**src/rtl/nrm_pkg.sv**
```systemverilog
`timescale 1ns/1ps
package nrm_pkg;

  // Which way the magnitude moves to reach the units position.
  typedef enum logic {
    MOVE_LEFT  = 1'b0,
    MOVE_RIGHT = 1'b1
  } move_dir_e;

endpackage

```
**src/rtl/nrm_lzc.sv**
```systemverilog
`timescale 1ns/1ps
// Leading-zero count of a W-bit vector; an all-zero vector counts W.
module nrm_lzc #(
  parameter int W  = 15,
  parameter int CW = $clog2(W + 1)
) (
  input  logic [W-1:0]  vec,
  output logic [CW-1:0] zeros
);

  always_comb begin
    zeros = CW'(W);
    // Scan upward so the highest set bit is the last one to assign.
    for (int i = 0; i < W; i++) begin
      if (vec[i]) zeros = CW'(W - 1 - i);
    end
  end

endmodule

```
**src/rtl/nrm_shamt.sv**
```systemverilog
`timescale 1ns/1ps
// Chooses the move direction, the left-shift amount limited by the
// headroom above EMIN, and the exponent that goes with them.
module nrm_shamt
  import nrm_pkg::*;
#(
  parameter int EXP_W = 10,
  parameter int CW    = 4,
  parameter int EMIN  = -126
) (
  input  logic                    mag_big,
  input  logic                    mag_zero,
  input  logic signed [EXP_W-1:0] exp_in,
  input  logic [CW-1:0]           lead_zeros,
  output move_dir_e               dir,
  output logic [CW-1:0]           shamt,
  output logic signed [EXP_W-1:0] exp_out
);

  localparam int XW = EXP_W + 1;
  localparam logic signed [XW-1:0] EMIN_X = XW'(EMIN);

  logic signed [XW-1:0] headroom;
  logic signed [XW-1:0] lz_x;

  always_comb begin
    headroom = XW'(exp_in) - EMIN_X;
    lz_x     = XW'({1'b0, lead_zeros});

    // Left shift limited by the headroom; negative headroom means no shift.
    if (headroom < 0)
      shamt = '0;
    else if (headroom < lz_x)
      shamt = headroom[CW-1:0];
    else
      shamt = lead_zeros;

    if (mag_big) begin
      dir     = MOVE_RIGHT;
      exp_out = exp_in + EXP_W'(1);
    end else if (mag_zero) begin
      dir     = MOVE_LEFT;
      exp_out = EXP_W'(EMIN);
    end else begin
      dir     = MOVE_LEFT;
      exp_out = exp_in - EXP_W'({1'b0, shamt});
    end
  end

endmodule

```
**src/rtl/nrm_align.sv**
```systemverilog
`timescale 1ns/1ps
// Moves the magnitude, keeps SIG_W bits and folds the rest into sticky.
module nrm_align
  import nrm_pkg::*;
#(
  parameter int MAG_W = 16,
  parameter int SIG_W = 9,
  parameter int CW    = 4
) (
  input  logic [MAG_W-1:0] mag,
  input  move_dir_e        dir,
  input  logic [CW-1:0]    shamt,
  output logic [SIG_W-1:0] sig,
  output logic             sticky
);

  localparam int W      = MAG_W - 1;
  localparam int DROP_W = W - SIG_W;

  logic [W-1:0] moved;
  logic         lost_bit;

  always_comb begin
    if (dir == MOVE_RIGHT) begin
      moved    = mag[MAG_W-1:1];
      lost_bit = mag[0];
    end else begin
      moved    = mag[W-1:0] << shamt;
      lost_bit = 1'b0;
    end
    sig    = moved[W-1 -: SIG_W];
    sticky = (|moved[DROP_W-1:0]) | lost_bit;
  end

endmodule

```
**src/rtl/norm_clamp.sv**
```systemverilog
`timescale 1ns/1ps
module norm_clamp
  import nrm_pkg::*;
#(
  parameter int EXP_W    = 10,
  parameter int MAG_W    = 16,
  parameter int FRAC_OUT = 8,
  parameter int EMIN     = -126
) (
  input  logic                      clk,
  input  logic                      rst_n,
  input  logic                      in_valid,
  input  logic                      in_sign,
  input  logic signed [EXP_W-1:0]   in_exp,
  input  logic [MAG_W-1:0]          in_mag,
  output logic                      out_valid,
  output logic                      out_sign,
  output logic signed [EXP_W-1:0]   out_exp,
  output logic [FRAC_OUT:0]         out_sig,
  output logic                      out_sticky
);

  localparam int W     = MAG_W - 1;
  localparam int SIG_W = FRAC_OUT + 1;
  localparam int CW    = $clog2(W + 1);

  logic [CW-1:0]           lead_zeros;
  logic [CW-1:0]           shamt;
  move_dir_e               dir;
  logic signed [EXP_W-1:0] exp_c;
  logic [SIG_W-1:0]        sig_c;
  logic                    sticky_c;
  logic                    mag_zero;

  assign mag_zero = (in_mag == '0);

  nrm_lzc #(.W(W), .CW(CW)) u_lzc (
    .vec   (in_mag[W-1:0]),
    .zeros (lead_zeros)
  );

  nrm_shamt #(.EXP_W(EXP_W), .CW(CW), .EMIN(EMIN)) u_shamt (
    .mag_big    (in_mag[MAG_W-1]),
    .mag_zero   (mag_zero),
    .exp_in     (in_exp),
    .lead_zeros (lead_zeros),
    .dir        (dir),
    .shamt      (shamt),
    .exp_out    (exp_c)
  );

  nrm_align #(.MAG_W(MAG_W), .SIG_W(SIG_W), .CW(CW)) u_align (
    .mag    (in_mag),
    .dir    (dir),
    .shamt  (shamt),
    .sig    (sig_c),
    .sticky (sticky_c)
  );

  // Next-state logic with the load enable written out.
  logic                    valid_d, sign_d, sticky_d;
  logic signed [EXP_W-1:0] exp_d;
  logic [SIG_W-1:0]        sig_d;

  always_comb begin
    valid_d  = in_valid;
    sign_d   = out_sign;
    exp_d    = out_exp;
    sig_d    = out_sig;
    sticky_d = out_sticky;
    if (in_valid) begin
      sign_d   = in_sign;
      exp_d    = exp_c;
      sig_d    = sig_c;
      sticky_d = sticky_c;
    end
  end

  always_ff @(posedge clk or negedge rst_n) begin
    if (!rst_n) begin
      out_valid  <= 1'b0;
      out_sign   <= 1'b0;
      out_exp    <= '0;
      out_sig    <= '0;
      out_sticky <= 1'b0;
    end else begin
      out_valid  <= valid_d;
      out_sign   <= sign_d;
      out_exp    <= exp_d;
      out_sig    <= sig_d;
      out_sticky <= sticky_d;
    end
  end

endmodule

```
**config.mk**
```make
export PLATFORM = sky130hd
export DESIGN_NAME = norm_clamp
export DESIGN_NICKNAME = d
export VERILOG_FILES = /design/src/rtl/nrm_pkg.sv /design/src/rtl/nrm_lzc.sv /design/src/rtl/nrm_shamt.sv /design/src/rtl/nrm_align.sv /design/src/rtl/norm_clamp.sv
export SDC_FILE = /design/constraint.sdc
export NUM_CORES = 1
export LEC_CHECK = 0
export ABC_AREA = 0
export BUFFER_PORTS_ARGS = -buffer_cell sky130_fd_sc_hd__clkbuf_2
export CORE_MARGIN = 8
export CORE_UTILIZATION = 51
export CTS_CLUSTER_SIZE = 20
export DETAILED_ROUTE_END_ITERATION = 7
export PLACE_DENSITY = 0.85
export SLEW_MARGIN = 15
export SYNTH_ARGS = -nofsm -noshare
export SYNTH_HDL_FRONTEND = slang
export SYNTH_SLANG_ARGS = --single-unit
```
**constraint.sdc**
```tcl
create_clock -name clk -period 1.03 [get_ports clk]
set_clock_uncertainty 0.15 [all_clocks]
set_input_delay 0.1545 -clock clk [delete_from_list [all_inputs] [get_ports clk]]
set_output_delay 0.1545 -clock clk [all_outputs]
set_load 0.1 [all_outputs]
```
## After elaboration in Yosys (flattened, before gate mapping)

Cells that the tools add are included.

| storage, ports and cells | value |
|---|---|
| register bits | 22 |
| bits of input ports | 30 |
| output and inout bits | 22 |
| logic and storage cells | 36 |

| operators by class | value |
|---|---|
| $add $sub $neg | 3 |
| order comparisons | 2 |
| shifts and indexed selects | 1 |
| multiplexer cells | 22 |
| bitwise gates (word level) | 1 |
| reductions and logical operators | 2 |

Operators by type and width:

| kind | count |
|---|---|
| 4-bit two-way mux | 10 |
| 10-bit two-way mux | 2 |
| 16-bit zero test | 1 |
| 15-bit two-way mux | 1 |
| 15-bit by 4-bit left shift with 15-bit output | 1 |
| 3-bit two-way mux | 4 |
| 11-bit by 1-bit less-than comparator with 1-bit output (second input constant) | 1 |
| 11-bit by 5-bit less-than comparator with 1-bit output | 1 |
| 10-bit by 8-bit subtractor with 11-bit output (second input constant) | 1 |
| 10-bit by 2-bit adder with 10-bit output (second input constant) | 1 |
| 10-bit by 4-bit subtractor with 10-bit output | 1 |
| 6-bit OR reduction | 1 |
| 2-bit two-way mux | 2 |
| 1-bit two-way mux | 3 |
| 1-bit OR | 1 |

## Logic depth before layout (Yosys ltp)

Gate-level depths: netlist (run 1).

| logic depth | value |
|---|---|
| depth after elaboration | 22 |
| gate-level depth with buffers | 23 |
| gate-level depth less buffers | 22 |

## Modules after synthesis

Synthesis (run 1) repeated with hierarchy kept, for this count alone.

| second synthesis, totals | value |
|---|---|
| cell total of the unflattened synthesis | 297 |
| area, all modules | 2718.9 um^2 |

Modules (own cells, without submodules):

| module | times used | cells each | area each (um^2) | sequential area each (um^2) |
|---|---|---|---|---|
| norm_clamp | 1 | 50 | 918.4 | 550.5 |
| nrm_shamt | 1 | 128 | 890.9 | 0.0 |
| nrm_align | 1 | 93 | 759.5 | 0.0 |
| nrm_lzc | 1 | 26 | 150.1 | 0.0 |

## Worst setup path before layout (run 1)

No wires, ideal clock.

| timing path | value |
|---|---|
| path type | input to register |
| from | input port in_mag[11] |
| to | register out_exp[9] |
| setup time | 0.140 ns |
| data arrival time | 4.538 ns |
| data required time | 0.740 ns |
| setup slack | -3.799 ns |
| stages | 20 |
| path buffers | 2 |
| cell sequence | clkbuf_1 nor4_1 nand3_1 ha_1 nor2b_1 a2111oi_2 o311a_4 nand2_1 o21ai_1 inv_2 buf_2 ha_1 a21o_1 a21o_1 a211o_1 or3_1 or4_1 o21ai_0 xnor2_1 a31oi_1 |

| between the ends | value |
|---|---|
| word-level cells in the longest chain between the ends | 10 |
| elaborated cells on any way between the ends | 11 |
| those cells by class | add/sub (1); order compare (1); mux (8); reduce/logical (1) |

Ends and longest elaborated chain:

| what | line | text |
|---|---|---|
| start: declaration | norm_clamp.sv:15 | `input logic [MAG_W-1:0] in_mag,` |
| 4-bit two-way mux (4 in series) | nrm_lzc.sv:15 | `if (vec[i]) zeros = CW'(W - 1 - i);` |
| 11-bit by 5-bit less-than comparator with 1-bit output | nrm_shamt.sv:33 | `else if (headroom < lz_x)` |
| 4-bit two-way mux | nrm_shamt.sv:33 |  |
| 4-bit two-way mux | nrm_shamt.sv:31 | `if (headroom < 0)` |
| 10-bit by 4-bit subtractor with 10-bit output | nrm_shamt.sv:46 | `exp_out = exp_in - EXP_W'({1'b0, shamt});` |
| 10-bit two-way mux * | nrm_shamt.sv:41 | `end else if (mag_zero) begin` |
| 10-bit two-way mux * | nrm_shamt.sv:38 | `if (mag_big) begin` |
| end signal: assignment | norm_clamp.sv:89 | `out_exp <= exp_d;` |
| end: declaration | norm_clamp.sv:18 | `output logic signed [EXP_W-1:0] out_exp,` |

Mark *: on every way between the ends. The rest lies on a longest branch, timed or not.
A chain may end at the register's enable or synchronous reset.

## Final worst setup path (run 1)

| timing path | value |
|---|---|
| from | input port in_mag[2] |
| to | register out_exp[7] |

| between the ends | value |
|---|---|
| word-level cells in the longest chain between the ends | 19 |
| elaborated cells on any way between the ends | 20 |
| those cells by class | add/sub (1); order compare (1); mux (17); reduce/logical (1) |

Ends and longest elaborated chain:

| what | line |
|---|---|
| 2-bit two-way mux | nrm_lzc.sv:15 |
| 3-bit two-way mux (4 in series) | nrm_lzc.sv:15 |
| 4-bit two-way mux (8 in series) | nrm_lzc.sv:15 |
| 11-bit by 5-bit less-than comparator with 1-bit output | nrm_shamt.sv:33 |
| 4-bit two-way mux | nrm_shamt.sv:33 |
| 4-bit two-way mux | nrm_shamt.sv:31 |
| 10-bit by 4-bit subtractor with 10-bit output | nrm_shamt.sv:46 |
| 10-bit two-way mux * | nrm_shamt.sv:41 |
| 10-bit two-way mux * | nrm_shamt.sv:38 |

Marks and branches as above.

==> results of run 1 <==
-- metal layers --
layer / track usage / vias up / routed length (µm)
li1: - / 1572 / -
met1: 0.431 / 1959 / 5540
met5: 0.00752 / - / 23
met3: 0.109 / 250 / 3100
met4: 0.322 / 2 / 2230
met2: 0.598 / 564 / 7210
-- sequential cells by signal, summed over array words and instances, names as in the netlist --
| register | flops |
|---|---|
| out_sign | 1 |
| out_sig | 9 |
| out_exp | 10 |
| out_valid | 1 |
| out_sticky | 1 |
-- final cells by class --
cell class | instances | share of cell area
Multi-Input combinational cell | 276 | 0.489
Sequential cell | 22 | 0.121
Tap cell | 70 | 0.0184
Inverter | 20 | 0.0163
Clock buffer | 4 | 0.00945
Timing Repair Buffer | 175 | 0.346
-- stage by stage --
stage	hold slack (ns)	total power, mW	utilization	setup TNS, ns	cell area [µm²]
finish	0.0553	4.90	0.952	-62.31	4770
detailed placement	-0.190	3.59	0.817	-56.06	4100
global placement	-0.196	3.48	0.817	-52.54	4100
CTS	0.0591	4.28	0.874	-52.20	4380
floorplan	-0.291	2.49	-	-50.78	2790
global route	0.0556	4.98	0.952	-62.15	4770
-- cells by family (layout without fill, tap and decap cells) --
logic type	after synthesis	count (layout)	synth area share
AO/OA/AOI/OAI	118	118	0.320
XOR/XNOR	8	8	0.0270
adder cells (fa/ha/maj)	11	11	0.0559
buffers and inverters	46	199	0.0766
flip-flops	22	22	0.212
multiplexers	23	23	0.0900
AND/OR/NAND/NOR	116	116	0.219
-- cells in the mapped netlist (3+ instances only) --
cell type	n	area [µm²]
o31ai_1	5	37.5
and3_1	3	18.8
nor4_1	5	31.3
inv_1	17	63.8
mux2_2	3	33.8
ha_1	10	125
o21ai_1	4	20.0
clkbuf_1	14	52.6
a21oi_1	27	135
nand4_1	3	18.8
a21o_1	6	45.0
nand3_1	8	40.0
o211ai_1	3	22.5
xor2_1	4	35.0
o21ai_0	21	105
buf_2	9	45.0
mux2i_1	20	200
nor3_1	10	50.1
a31oi_1	8	50.1
nor2_1	36	135
a2111oi_0	3	26.3
xnor2_1	4	35.0
dfrtp_1	22	551
a22oi_1	9	67.6
nor2b_1	3	18.8
a221oi_1	5	43.8
nand2_1	30	113
o22ai_1	5	31.3
-- final timing paths --
path,startpoint,end,slack (ns),cells past startpoint
max in group asynchronous,rst_n,out_exp[5],0.29,3
min in group asynchronous,rst_n,out_exp[6],0.08,2
worst max-delay path,in_mag[2],out_exp[7],-3.37,21
worst min-delay path,in_valid,out_valid,0.06,2
worst max register to register,out_sig[1],out_sig[1],-0.21,4
worst min register to register,out_exp[2],out_exp[2],0.42,2
-- critical path: stages --
cell and delay [ns]:
clkbuf_2 0.12, nor2_1 0.26, o31ai_1 0.12, a31o_2 0.29
ha_1 0.23, a21oi_2 0.20, nor2b_4 0.07, a2111oi_4 0.40
o311ai_4 0.24, buf_6 0.19, o21ai_4 0.19, nand2_4 0.10
inv_4 0.08, ha_4 0.21, a21o_1 0.19, a211o_1 0.29
or3_4 0.35, buf_6 0.13, o311a_1 0.28, o21ai_1 0.19
o21ai_1 0.14
-- where the power goes --
part	internal [mW]	total (mW)	switching, mW
Combinational	1.19	3.12	1.93
Clock	0.280	0.658	0.379
Sequential	0.982	1.12	0.139
Total	2.46	4.90	2.45
-- timing repair --
item	in CTS	in global routing
buffers inserted	9	16
hold buffers	2	0
resized for setup	41	63
pin swaps	30	39
endpoints found under the hold margin	23	0
setup endpoints to repair	42	43
==> impl_results.md, run 1 <==
- Final cell count without fillers: 567
- Die H: 87.4 µm
- Crit. End Element: register
- CP max FO: 4
- Initial antenna violation count: 0
- Port-buffer cells: 51
- Syn nets: 385
- Flops & latches, synth: 22
- Ys async rst share: 1.00
- Post-synthesis area per instance: 7.55 µm²
- Number of vias per cell: 7.67
- Fraction of layout cells with a size suffix above 1: 0.579
- Layout net count: 539
- Number of I/O pins: 52
- Syn. warnings: 0
- Fill cells: 136
- Die footprint: 7640 µm²
- Row count: 26
- Routed Wire Length: 18.1 mm
- Synth unique cells: 65
- CTS max path bufs: 2
- Pins Over Slew Limit: 0
- Total GRT Usage: 0.387
- ANT nets after route: 0
- Pre-CTS WS: -3.43 ns
- Final WS setup: -3.37 ns
- Setup-failing EPs final: 42
- H-Tree Depth: 1
- Largest net degree at the start of global routing: 22
- DIE WIDTH: 87.4 µm
- Rel. slew slack: 0.418
- F_max: 227 MHz
- Final Hold Viols: 0
- Slew @ Worst Pin: 0.865 ns
- Grt total ovfl: 0
- Clk root buf: clkbuf_8
- Clock slew at reported path FFs: 0.10 ns
- Commonest cells after routing, fill and taps aside: buf_4, nor2_1, nand2_1, buf_12, clkbuf_2
- Predominant post-synthesis flop cell: dfrtp_1
- Mapped Cells: 344
- Drt drc: 82
- Setup crit start kind: input port
- DP HPWL: 8.24 mm
- Area Growth Syn to Fin: 83.5%
- Gp weighted congestion: 0.957
- Initial DRT Pass Iterations: 8
- Critical setup path kind: input port to register
- Leakage: 2.03 nW
- Final worst path period share: 4.27
- Inst Count DP: 545
- Synth Cell Area: 2600 µm²
- Commonest non-fill, non-tap cell in the layout: buf_4
- MaxCap Viol Count: 0
- Wire per inst: 31.9 µm
- RSZ-0062 raised after global routing: true
- Vias in the first global route: 4064
- Area occupied by multi-input gates: 2330 µm²
- Power Density: 1030 nW/µm²
- Violated checks: DRC, setup timing
- Sequential area share after synthesis: 0.212
- Initial DRC Count: 1162
- Insertion delay to the later sink of the worst-skew pair: 0.30 ns
- Area occupied by registers: 577 µm²
- Number of synthesized flops with an enable pin: 0
- CTS tree: yes
- VDD IR max: 0.000812 V
- First-pass GRT wire length: 22.3 mm
- Outcome: complete, but fails checks
- WP data arrival: 4.41 ns
- Initial Util: 0.519
- CP Data Required Time: 1.04 ns
- Clock sinks: 22
- Worst Hold Class: input port to register
- DR vias: 4347
- Core area: 5010 µm²
- # diodes: 0
- Min Tclk post-route: 4.40 ns
- TritonCTS buffer count: 3
Note: power is estimated with default switching activity, not from simulation.
==> inputs of run 2 (changes only) <==
--- a/config.mk
+++ b/config.mk
@@ -13,5 +13,5 @@
 export DETAILED_ROUTE_END_ITERATION = 7
 export PLACE_DENSITY = 0.85
-export SLEW_MARGIN = 15
+export SLEW_MARGIN = 20
 export SYNTH_ARGS = -nofsm -noshare
 export SYNTH_HDL_FRONTEND = slang
==> constraint.sdc (replaced) <==
create_clock -name clk -period 1.03 [get_ports clk]
set_clock_uncertainty 0.15 [all_clocks]
set_input_delay 0.206 -clock clk [delete_from_list [all_inputs] [get_ports clk]]
set_output_delay 0.206 -clock clk [all_outputs]
set_load 0.1 [all_outputs]
==> run 2 against run 1 <==
  * The run now fails in 5_1_grt
  * Synthesized cell count unchanged
  * Synthesized area stayed put
==> impl_results.md, run 2 <==
- Outcome: aborted with a tool error
- Last stage: 5_1_grt
- Stop err: [ERROR DPL-0038] Utilization greater than 100%, impossible to legalize
- Synth Cell Area: 2600 µm² (unchanged)
- Synth top area cells: dfrtp_1, mux2i_1, a21oi_1
- Most common cell in the synthesized netlist: nor2_1
- Grt repair worst endpoint: out_exp[9]$_DFFE_PN0P_/D
- Simple-gate share of the synthesized area: 0.219 (unchanged)
- H-Tree Depth: 1 (unchanged)
- Ys async rst share: 1.00 (unchanged)
- CTS max path bufs: 2 (unchanged)
- Port-buffer cells: 51 (unchanged)
- Adder-cell share of the synthesized area: 0.0558 (unchanged)
- Flops & latches, synth: 22 (unchanged)
- Synth unique cells: 65 (unchanged)
- Clock sinks: 22 (unchanged)
- Mapped Cells: 344 (unchanged)
- Post-synthesis compound-gate area fraction: 0.320 (unchanged)
- Post-synthesis area per instance: 7.55 µm² (unchanged)
- Cell taking the most area after synthesis: dfrtp_1
- Largest net degree at the start of global routing: 23
- Die H: 87.4 µm (unchanged)
- Post-synth top cells: nor2_1, nand2_1, a21oi_1
- Syn nets: 385 (unchanged)
- DP HPWL: 7.94 mm (-3.6%)
- Pre-CTS WS: -3.63 ns (-0.200 ns)
- TritonCTS buffer count: 3 (unchanged)
- Gp weighted congestion: 0.965 (+0.83%)
- Sequential area share after synthesis: 0.212 (unchanged)
- Initial Util: 0.519 (unchanged)
- Worst EP Category: register data pin
- Post-synthesis xor/xnor area fraction: 0.0270 (unchanged)
- Post-synth top area share: 0.212 (unchanged)
- Number of synthesized flops with an enable pin: 0 (unchanged)
- DIE WIDTH: 87.4 µm (unchanged)
- Number of I/O pins: 52 (unchanged)
- Multiplexer area fraction after synthesis: 0.0900 (unchanged)
- Largest family of logic cells by synthesized area: compound AO/OA/AOI/OAI gates
- Syn. warnings: 0 (unchanged)
- Predominant post-synthesis flop cell: dfrtp_1
- Clk root buf: clkbuf_8
- Row count: 26 (unchanged)
[run 2: kinds of logic after synthesis]
kind of cell | after synthesis
buffers and inverters | 46
AND/OR/NAND/NOR | 116
flip-flops | 22
multiplexers | 23
XOR/XNOR | 8
adder cells (fa/ha/maj) | 11
AO/OA/AOI/OAI | 118
[run 2: repair_timing]
item | CTS
resized for setup | 66
endpoints found under the setup margin | 42
pin swaps | 44
endpoints found under the hold margin | 22
buffers inserted | 17
gates cloned | 1
[run 2: metrics by stage]
step,instances,setup TNS (ns),hold WS (ns),area (µm²)
global placement,541,-53.55,0.0456,4050
floorplan,344,-51.92,-0.240,2790
CTS,559,-51.39,-0.225,4540
detailed placement,541,-57.05,0.0658,4050
==> inputs of run 3 (changes only) <==
- CORE_UTILIZATION: 51 -> 40
- CTS_CLUSTER_SIZE: 20 -> default
- PLACE_DENSITY: 0.85 -> default
- PLACE_DENSITY_LB_ADDON: default -> 0.15
- clock period: 1.03 -> 1.35 ns (I/O delays scaled with it)
==> run 3 against run 2 <==
  * The flow now finishes, with violations (setup timing)
==> impl_results.md, run 3 (synthesis results as in run 1) <==
- Outcome: complete, but fails checks
- Violated checks: setup timing
- Crit path buf inv count: 3
- Commonest cells after routing, fill and taps aside: buf_4, nor2_1, nand2_1, clkbuf_2, buf_12
- Commonest non-fill, non-tap cell in the layout: buf_4
- Top flop regs: out_exp: 10 flops, out_sig: 9 flops
- CTS max path bufs: 2 (unchanged)
- Sequential fraction of design power: 0.245
- WL met1: 4.22 mm
- Max FFs per register: 10
- WP data arrival: 4.29 ns
- Final WS setup: -2.95 ns
- DR vias: 3190
- RR Endpoint: out_sig[8]
- Wire per inst: 16.5 µm
- MaxCap Viol Count: 0
- Net Sw Frac: 0.444
- Number of I/O pins: 52 (unchanged)
- Final cell count without fillers: 568
- Initial antenna violation count: 0
- Fraction of layout cells with a size suffix above 1: 0.517
- Total GRT Usage: 0.182
- F_max: 233 MHz
- Area occupied by registers: 552 µm²
- Worst setup path endpoint: out_exp[9]
- Clock slew at reported path FFs: 0.08 ns
- Clock sinks: 22 (unchanged)
- Pwr Total: 3.35 mW
- Die H: 96.6 µm (+11%)
- # diodes: 0
- Setup crit start kind: input port
- CP max FO: 4
- Area Growth Syn to Fin: 79.2%
- Max Used Layer: met4
- CP Data Required Time: 1.34 ns
- Finished Cell Area: 4660 µm²
- CP top delay family: compound AO/OA/AOI/OAI gates
- Core area: 6310 µm²
- Area occupied by multi-input gates: 2290 µm²
- H-Tree Depth: 1 (unchanged)
- Inst Count DP: 548 (+1.3%)
- Crit. End Element: register
- Pins Over Slew Limit: 0
- Met2 WL: 4.43 mm
- First-pass GRT wire length: 15.0 mm
- Final worst path period share: 3.19
- Routed Wire Length: 9.39 mm
- Drt drc: 0
- Min Tclk post-route: 4.30 ns
- Initial DRT Pass Iterations: 4
- Fill cells: 468
- ANT nets after route: 0
- Leakage: 2.01 nW
- TritonCTS buffer count: 3 (unchanged)
- Initial Util: 0.412 (-0.107)
- Rel. slew slack: 0.645
- Setup_tns: -44.55 ns
- Port-buffer cells: 51 (unchanged)
- Critical setup path kind: input port to register
- DIE WIDTH: 96.6 µm (+11%)
- Grt total ovfl: 0
- Top reg by flops: out_exp
- CTS tree: yes
- Insertion delay to the later sink of the worst-skew pair: 0.25 ns
- R2R depth: 3
- Worst path depth: 22
- Setup-failing EPs final: 20
- RSZ-0062 raised after global routing: true
- Worst reg2reg startpoint: out_sig[8]
- Internal Power: 1.86 mW
- DP HPWL: 7.13 mm (-10%)
- Layout net count: 533
- VDD IR max: 0.000886 V
- Clk root buf: clkbuf_8
- Comb pwr share: 0.618
- Crit path launch: in_mag[5]
- Power Density: 719 nW/µm²
- Crit-path max cell delay: 0.42 ns
- Largest net degree at the start of global routing: 23
- Vias in the first global route: 3128
- Worst Hold Class: input port to register
- Clk network pwr share: 0.137
- Number of vias per cell: 5.62
- Finished Core Util: 0.738
- Gp weighted congestion: 0.870 (-9.9%)
- Row count: 29 (+12%)
- Die footprint: 9330 µm²
- Slew @ Worst Pin: 0.532 ns
- Sw power: 1.49 mW
- Placed Area: 4040 µm² (-0.40%)
- R2R setup slack: 0.27 ns
- Crit path cell chain: buf_4 -> buf_6 -> nor2_2 -> o31ai_1 -> a31o_2 -> ha_4 -> a21oi_4 -> nor2b_4 -> a2111oi_4 -> o311ai_4 -> o21ai_2 -> o21ai_4 -> inv_2 -> ha_4 -> a21o_1 -> a21o_1 -> a211o_1 -> or3_4 -> or4_4 -> o21ai_2 -> xnor2_1 -> a31oi_1
- Initial DRC Count: 186
- Worst path slowest cell: or4_4
- Final Hold Viols: 0
- Met3 WL: 589 µm
## run 3: how the worst min path moves through the flow
stage,end,cells after the start,slack (ns),from
after global routing,out_sign,2,0.10,in_sign
after floorplan,out_exp[0],0,-0.18,rst_n
after CTS,out_sign,2,0.1,in_sign
after global placement,out_exp[6],1,0.12,rst_n
after detailed placement,out_exp[4],1,0.13,rst_n
final,out_sign,2,0.1,in_sign
## run 3: power by group through the flow
stage	Clock, mW	Sequential [mW]	Combinational [mW]
2_1_floorplan	0	1.35	0.537
3_3_place_gp	0	0.830	1.81
3_5_place_dp	0	0.836	1.83
4_1_cts	0.465	0.823	1.96
5_1_grt	0.487	0.830	2.17
6_report	0.458	0.821	2.07
## run 3: layout make-up
class	instances	share of cell area
tap	77	0.0207
inverter	20	0.0172
timing repair buffer	169	0.340
clock buffer	4	0.0118
multi-input combinational	276	0.492
sequential	22	0.118
## run 3: repair_timing
item                                    CTS  global route
hold endpoints to repair                 22             0
resized for setup                        51            53
buffers inserted                         15             8
endpoints found under the setup margin   20            20
pin swaps                                26            31
hold buffers                              1             0
## run 3: metal layers
| layer | GRT usage | up-vias |
|---|---|---|
| li1 | - | 1564 |
| met2 | 0.301 | 122 |
| met3 | 0.0220 | 19 |
| met5 | 0 | - |
| met4 | 0.0426 | 0 |
| met1 | 0.244 | 1485 |
## run 3: worst reg2reg max path, delay by kind of cell (launching register included)
family / cells / cell delay [ns]
AOI/OAI and AO/OA: 2 / 0.12
DFF: 1 / 0.41
and+or+nand+nor: 1 / 0.29
## run 3: metrics by stage
step	setup slack (ns)	hold slack [ns]
detailed placement	-3.24	0.127
floorplan	-3.25	-0.176
global route	-3.02	0.103
global placement	-3.17	0.120
CTS	-2.84	0.0988
finish	-2.95	0.0985
